### src/rtl/codec_cmd_pkg.sv
package codec_cmd_pkg;

  localparam logic [11:0] VERB_GET_PARAM = 12'hF00;
  localparam logic [11:0] VERB_SET_DATA  = 12'h715;
  localparam logic [11:0] VERB_SET_MASK  = 12'h716;
  localparam logic [11:0] VERB_SET_DIR   = 12'h717;
  localparam logic [11:0] VERB_SET_UNSOL = 12'h719;
  localparam logic [11:0] VERB_GET_DATA  = 12'hF15;
  localparam logic [11:0] VERB_GET_MASK  = 12'hF16;
  localparam logic [11:0] VERB_GET_DIR   = 12'hF17;
  localparam logic [11:0] VERB_GET_UNSOL = 12'hF19;

  localparam logic [7:0] PARM_VENDOR   = 8'h00;
  localparam logic [7:0] PARM_REVISION = 8'h02;
  localparam logic [7:0] PARM_GPIO_CAP = 8'h11;

  typedef enum logic [2:0] {
    SEL_ZERO,
    SEL_VENDOR,
    SEL_REV,
    SEL_CAPS,
    SEL_DATA,
    SEL_MASK,
    SEL_DIR,
    SEL_UNSOL
  } rspSel_e;

  typedef struct packed {
    logic    respond;
    logic    wrData;
    logic    wrMask;
    logic    wrDir;
    logic    wrUnsol;
    rspSel_e sel;
  } ctrlStrobe_t;

endpackage

### src/rtl/cmd_decode_ctrl.sv
module cmd_decode_ctrl
  import codec_cmd_pkg::*;
#(
  parameter logic [7:0] FG_NODE = 8'h01
) (
  input  logic        cmdValid,
  input  logic [31:0] cmdWord,
  input  logic [3:0]  myAddr,
  output ctrlStrobe_t strb
);

  logic        addrHit;
  logic        nodeHit;
  logic        isLong;
  logic [11:0] longVerb;
  logic [7:0]  argByte;
  logic        fgLong;

  assign addrHit  = (cmdWord[31:28] == myAddr);
  assign nodeHit  = (cmdWord[27:20] == FG_NODE);
  assign isLong   = (cmdWord[19:16] == 4'h7) || (cmdWord[19:16] == 4'hF);
  assign longVerb = cmdWord[19:8];
  assign argByte  = cmdWord[7:0];
  assign fgLong   = cmdValid && addrHit && nodeHit && isLong;

  always_comb begin
    strb         = '0;
    strb.sel     = SEL_ZERO;
    strb.respond = cmdValid && addrHit;
    if (fgLong) begin
      unique case (longVerb)
        VERB_SET_DATA:  strb.wrData  = 1'b1;
        VERB_SET_MASK:  strb.wrMask  = 1'b1;
        VERB_SET_DIR:   strb.wrDir   = 1'b1;
        VERB_SET_UNSOL: strb.wrUnsol = 1'b1;
        VERB_GET_DATA:  strb.sel     = SEL_DATA;
        VERB_GET_MASK:  strb.sel     = SEL_MASK;
        VERB_GET_DIR:   strb.sel     = SEL_DIR;
        VERB_GET_UNSOL: strb.sel     = SEL_UNSOL;
        VERB_GET_PARAM: begin
          unique case (argByte)
            PARM_VENDOR:   strb.sel = SEL_VENDOR;
            PARM_REVISION: strb.sel = SEL_REV;
            PARM_GPIO_CAP: strb.sel = SEL_CAPS;
            default:       strb.sel = SEL_ZERO;
          endcase
        end
        default: strb.sel = SEL_ZERO;
      endcase
    end
  end

endmodule

### src/rtl/cmd_gpio_regs.sv
module cmd_gpio_regs
  import codec_cmd_pkg::*;
#(
  parameter int          NUM_GPIO  = 4,
  parameter logic [31:0] VENDOR_ID = 32'h1D5A_0262,
  parameter logic [31:0] REV_ID    = 32'h0010_0400
) (
  input  logic                clk,
  input  logic                rstN,
  input  ctrlStrobe_t         strb,
  input  logic [NUM_GPIO-1:0] wrVal,
  output logic                rspValid,
  output logic [31:0]         rspData
);

  localparam int PAD = 32 - NUM_GPIO;
  localparam logic [31:0] CAPS_WORD = {1'b0, 1'b1, 22'd0, 8'(NUM_GPIO)};

  logic [NUM_GPIO-1:0] regData, regMask, regDir, regUnsol;
  logic [31:0]         rspNext;

  always_ff @(posedge clk) begin
    if (!rstN) begin
      regData  <= '0;
      regMask  <= '0;
      regDir   <= '0;
      regUnsol <= '0;
    end else begin
      if (strb.wrData)  regData  <= wrVal;
      if (strb.wrMask)  regMask  <= wrVal;
      if (strb.wrDir)   regDir   <= wrVal;
      if (strb.wrUnsol) regUnsol <= wrVal;
    end
  end

  always_comb begin
    unique case (strb.sel)
      SEL_VENDOR: rspNext = VENDOR_ID;
      SEL_REV:    rspNext = REV_ID;
      SEL_CAPS:   rspNext = CAPS_WORD;
      SEL_DATA:   rspNext = {{PAD{1'b0}}, regData};
      SEL_MASK:   rspNext = {{PAD{1'b0}}, regMask};
      SEL_DIR:    rspNext = {{PAD{1'b0}}, regDir};
      SEL_UNSOL:  rspNext = {{PAD{1'b0}}, regUnsol};
      default:    rspNext = '0;
    endcase
  end

  always_ff @(posedge clk) begin
    if (!rstN) begin
      rspValid <= 1'b0;
      rspData  <= '0;
    end else begin
      rspValid <= strb.respond;
      rspData  <= strb.respond ? rspNext : '0;
    end
  end

  AST_ONE_WRITE: assert property (@(posedge clk) disable iff (!rstN)
    $onehot0({strb.wrData, strb.wrMask, strb.wrDir, strb.wrUnsol}));

  AST_REGS_HOLD: assert property (@(posedge clk) disable iff (!rstN)
    !(strb.wrData || strb.wrMask || strb.wrDir || strb.wrUnsol)
      |=> $stable({regData, regMask, regDir, regUnsol}));

  AST_CAPS_FLAGS: assert property (@(posedge clk) disable iff (!rstN)
    (strb.respond && strb.sel == SEL_CAPS) |=> (rspData[31:30] == 2'b01));

  AST_GET_UPPER_ZERO: assert property (@(posedge clk) disable iff (!rstN)
    (strb.respond && strb.sel >= SEL_DATA) |=> (rspData[31:NUM_GPIO] == '0));

endmodule

### src/rtl/cmd_verb_decoder.sv
module cmd_verb_decoder
  import codec_cmd_pkg::*;
#(
  parameter logic [7:0]  FG_NODE   = 8'h01,
  parameter int          NUM_GPIO  = 4,
  parameter logic [31:0] VENDOR_ID = 32'h1D5A_0262,
  parameter logic [31:0] REV_ID    = 32'h0010_0400
) (
  input  logic        clk,
  input  logic        rstN,
  input  logic [3:0]  myAddr,
  input  logic        cmdValid,
  input  logic [31:0] cmdWord,
  output logic        rspValid,
  output logic [31:0] rspData
);

  ctrlStrobe_t strb;

  cmd_decode_ctrl #(.FG_NODE(FG_NODE)) uCtrl (
    .cmdValid (cmdValid),
    .cmdWord  (cmdWord),
    .myAddr   (myAddr),
    .strb     (strb)
  );

  cmd_gpio_regs #(
    .NUM_GPIO  (NUM_GPIO),
    .VENDOR_ID (VENDOR_ID),
    .REV_ID    (REV_ID)
  ) uRegs (
    .clk      (clk),
    .rstN     (rstN),
    .strb     (strb),
    .wrVal    (cmdWord[NUM_GPIO-1:0]),
    .rspValid (rspValid),
    .rspData  (rspData)
  );

  AST_RSP_NEEDS_CMD: assert property (@(posedge clk) disable iff (!rstN)
    rspValid |-> $past(cmdValid && (cmdWord[31:28] == myAddr)));

  AST_NO_RSP_MISMATCH: assert property (@(posedge clk) disable iff (!rstN)
    (cmdValid && (cmdWord[31:28] != myAddr)) |=> !rspValid);

endmodule

### config.mk
export PLATFORM = sky130hd
export DESIGN_NAME = cmd_verb_decoder
export DESIGN_NICKNAME = d
export VERILOG_FILES = /design/src/rtl/codec_cmd_pkg.sv /design/src/rtl/cmd_decode_ctrl.sv /design/src/rtl/cmd_gpio_regs.sv /design/src/rtl/cmd_verb_decoder.sv
export SDC_FILE = /design/constraint.sdc
export NUM_CORES = 1
export LEC_CHECK = 0
export ABC_AREA = 1
export BUFFER_PORTS_ARGS = -buffer_cell sky130_fd_sc_hd__buf_4
export CAP_MARGIN = 0
export CORE_MARGIN = 1
export CORE_UTILIZATION = 35
export CTS_CLUSTER_SIZE = 8
export DETAILED_ROUTE_END_ITERATION = 7
export PLACE_DENSITY = 0.68
export SLEW_MARGIN = 20
export SYNTH_ARGS = -nofsm -noshare
export SYNTH_HDL_FRONTEND = slang
export SYNTH_SLANG_ARGS = --single-unit
### constraint.sdc
create_clock -name clk -period 1.8 [get_ports clk]
set_input_delay 0.18 -clock clk [delete_from_list [all_inputs] [get_ports clk]]
set_output_delay 0.18 -clock clk [all_outputs]
set_load 0.02 [all_outputs]
==> results by group <==
Clock tree
  • Hold Buf Count CTS: 0
  • Clock Tree Root: clkbuf_8
  • CTS tree: done
  • # resized after CTS: 0
  • Clk slew on worst S/H paths: roughly 80 ps
  • Insertion delay to the later sink of the worst-skew pair: 270 ps
  • Max Buffers Root-to-Sink: 2
  • Clk sinks: 25
  • H-tree Lvls: 1
  • Total CTS buffers: 3
  • Post-CTS setup buffer count: 0

Die
  • Initial Util: 36.8%
  • Die Area: 5280 um2
  • Io pins: 72
  • Core ar.: 4750 um2
  • Die width: 72.7 um
  • Die height: 72.7 um
  • Cell Rows: 25

Logic synthesis
  • Compound-Gate Fraction of Synth Area: 9.38%
  • Largest family of logic cells by synthesized area: simple AND/OR/NAND/NOR gates
  • Ys Warns: 0
  • XOR/XNOR Fraction of Synth Area: 0.931%
  • Cell Area, Synth: roughly 1700 um2
  • Adder-Cell Fraction of Synth Area: 0%
  • Post-synthesis sequential area ratio: 28.6%
  • Simple-Gate Fraction of Synth Area: 40.5%
  • Syn Area/Cell: 6.94 um2
  • Distinct cells, synth: 29
  • Mux cell area share after synthesis: 0%
  • Syn Inst Count: 252
  • #FFs+latches synth: 25

STA
  • F_max: 749 MHz
  • Setup Viol. Count Final: 0
  • Post-Route Setup TNS: 0 ps
  • RSZ-0062 raised after global routing: no
  • Final hold vios: 0
  • Final Max Slew Viols: 0
  • Tmin final: between 1000 and 1500 ps
  • Clock Skew: 9.71 ps
  • Final worst path period share: 74.2%
  • WHS: 212 ps

Power and ir drop
  • Pwr/cell area: 484 nW/um2
  • Peak supply drop: a little over 0.3 mV
  • Leakage: 1.09 nW
  • Final Total Pwr: 1.05 mW

Detailed routing
  • Antenna Nets Post-Route: 0
  • Starting DRT DRC Count: 69
  • Vias: 1545
  • WL final: ~3400 um
  • Post-route DRC: 0
  • Drt pass-1 iters: 4
  • WL/cell: 9.12 um
  • Vias per cell: 4.19

Placed design
  • Gpl congestion: 0.841
  • IO Port Bufs: 56
  • Detailed Place HPWL: 2850 um
  • Dpl cell area: about 2100 um2

Cells and area
  • Fillcell total: 505
  • # diodes: 0
  • Multi-input gate area: 945 um2
  • Design area: ~2200 um2
  • Final #Nets: 342
  • Area grow syn2layout: 24.6%
  • Layout cells sized above 1: between 30% and 40%
  • Register Area: between 500 and 600 um2
  • Fin util: 45.8%

Outcome
  • Status: complete, no violations

Min path
  • Hold crit path type: input pin to flop

Global route
  • Largest net degree at the start of global routing: 17
  • Initial antenna violation count: 0
  • Vias in the first global route: 1425
  • First-pass GRT wire length: a little under 6000 um
  • Global-route total usage across every layer: 14.2%
  • Grt ovf: 0

Setup path
  • Crit path max fanout: 5
  • CP Class: input pin to flop
  • Setup crit start kind: input pin
  • Worst EP required: 1950 ps
  • Worst Setup End Kind: flop
  • Crit path DAT: 1480 ps

Job
  • Max_cap viols: 0
[cells in the mapped netlist]
cell type   n  area share [%]
buf_4      24              10
a211oi_1   16             6.9
xnor2_2     1            0.93
conb_1      1            0.21
inv_8       1            0.64
nor2_1     42             9.0
inv_4       1            0.36
nor2_4      6             3.9
nand2_2    13             4.7
or2_1       1            0.36
nor2_2      6             2.1
nor2_8      1             1.1
dfxtp_1    25              29
and2_0      1            0.36
inv_1      31             6.7
nand2_4     7             4.5
clkbuf_1    1            0.21
nand3_2     1            0.57
nand2_1    41             8.8
nand3_1     9             2.6
nor3_1      2            0.57
nand4_1     1            0.36
o21ai_1     6             1.7
o21ai_2     1            0.50
nand3_4     1             1.0
inv_2       9             1.9
nor3_2      1            0.57
clkinv_1    1            0.21
o21ai_0     1            0.29
[layer usage]
layer,up-vias,wire length [um],GRT usage (%)
li1,835,-,-
met1,645,1470,16.8
met2,59,1570,25.8
met3,6,274,3.31
met4,0,52,3.70
met5,-,0,0
[cell usage in the layout (no fill, tap or decap), types with 9 or more instances in the layout]
| cell type | n |
|---|---|
| nand2_1 | 41 |
| nor2_1 | 42 |
| nand3_1 | 9 |
| nand2_2 | 13 |
| dfxtp_1 | 25 |
| buf_4 | 57 |
| conb_1 | 15 |
| a211oi_1 | 16 |
| inv_2 | 9 |
| inv_1 | 31 |
[cells by family after synthesis]
| kind of cell | Yosys count |
|---|---|
| buffers and inverters | 68 |
| XOR/XNOR | 1 |
| flip-flops | 25 |
| other | 1 |
| AO/OA/AOI/OAI | 24 |
| AND/OR/NAND/NOR | 133 |
[path summary, 6_finish.rpt]
check	from	to	slack, ps	cells past startpoint
worst max register to register	uRegs.regMask[1]$_SDFFE_PN0P_	uRegs.rspData[1]$_SDFF_PN0_	830	4
worst min-delay path	rstN	uRegs.rspValid$_SDFF_PN0_	210	3
worst min register to register	uRegs.regData[3]$_SDFFE_PN0P_	uRegs.regData[3]$_SDFFE_PN0P_	460	2
worst max-delay path	cmdWord[13]	uRegs.rspData[1]$_SDFF_PN0_	460	13
[where the power goes]
group / internal [mW] / total (mW) / switching (mW)
logic: 0.0774 / 0.175 / 0.0979
clock network: 0.157 / 0.325 / 0.168
registers: 0.553 / 0.553 / 0.0000911
total: 0.787 / 1.05 / 0.266
[flip-flops by register name, summed over array words and instances (netlist names)]
name / count
uRegs.regData: 4
uRegs.regMask: 4
uRegs.regUnsol: 4
uRegs.regDir: 4
uRegs.rspData: 8
uRegs.rspValid: 1
[area by class of cell]
cell class / count / area share (%)
Clock buffer: 3 / 1.90
Clock inverter: 1 / 0.345
Inverter: 43 / 7.87
Multi-Input combinational cell: 173 / 43.4
Sequential cell: 25 / 23.0
Tap cell: 67 / 3.85
Timing Repair Buffer: 57 / 19.7
[critical path: stages]
cell	delay (ps)
buf_4	110
inv_2	50
nand2_2	50
nor2_4	150
nand2_2	80
nand2_1	90
nand2_2	80
nand2_4	100
nand2_4	70
o21ai_0	260
nand2_1	100
nor2_1	110
nor2_1	50
[per-stage QoR]
step                std cells  worst slack, ps
detailed placement        365              265
global placement          365              265
floorplan                 266              480
CTS                       369              545
finish                    369              465
global route              369              345
No activity file was read; power rests on OpenSTA's default activity.
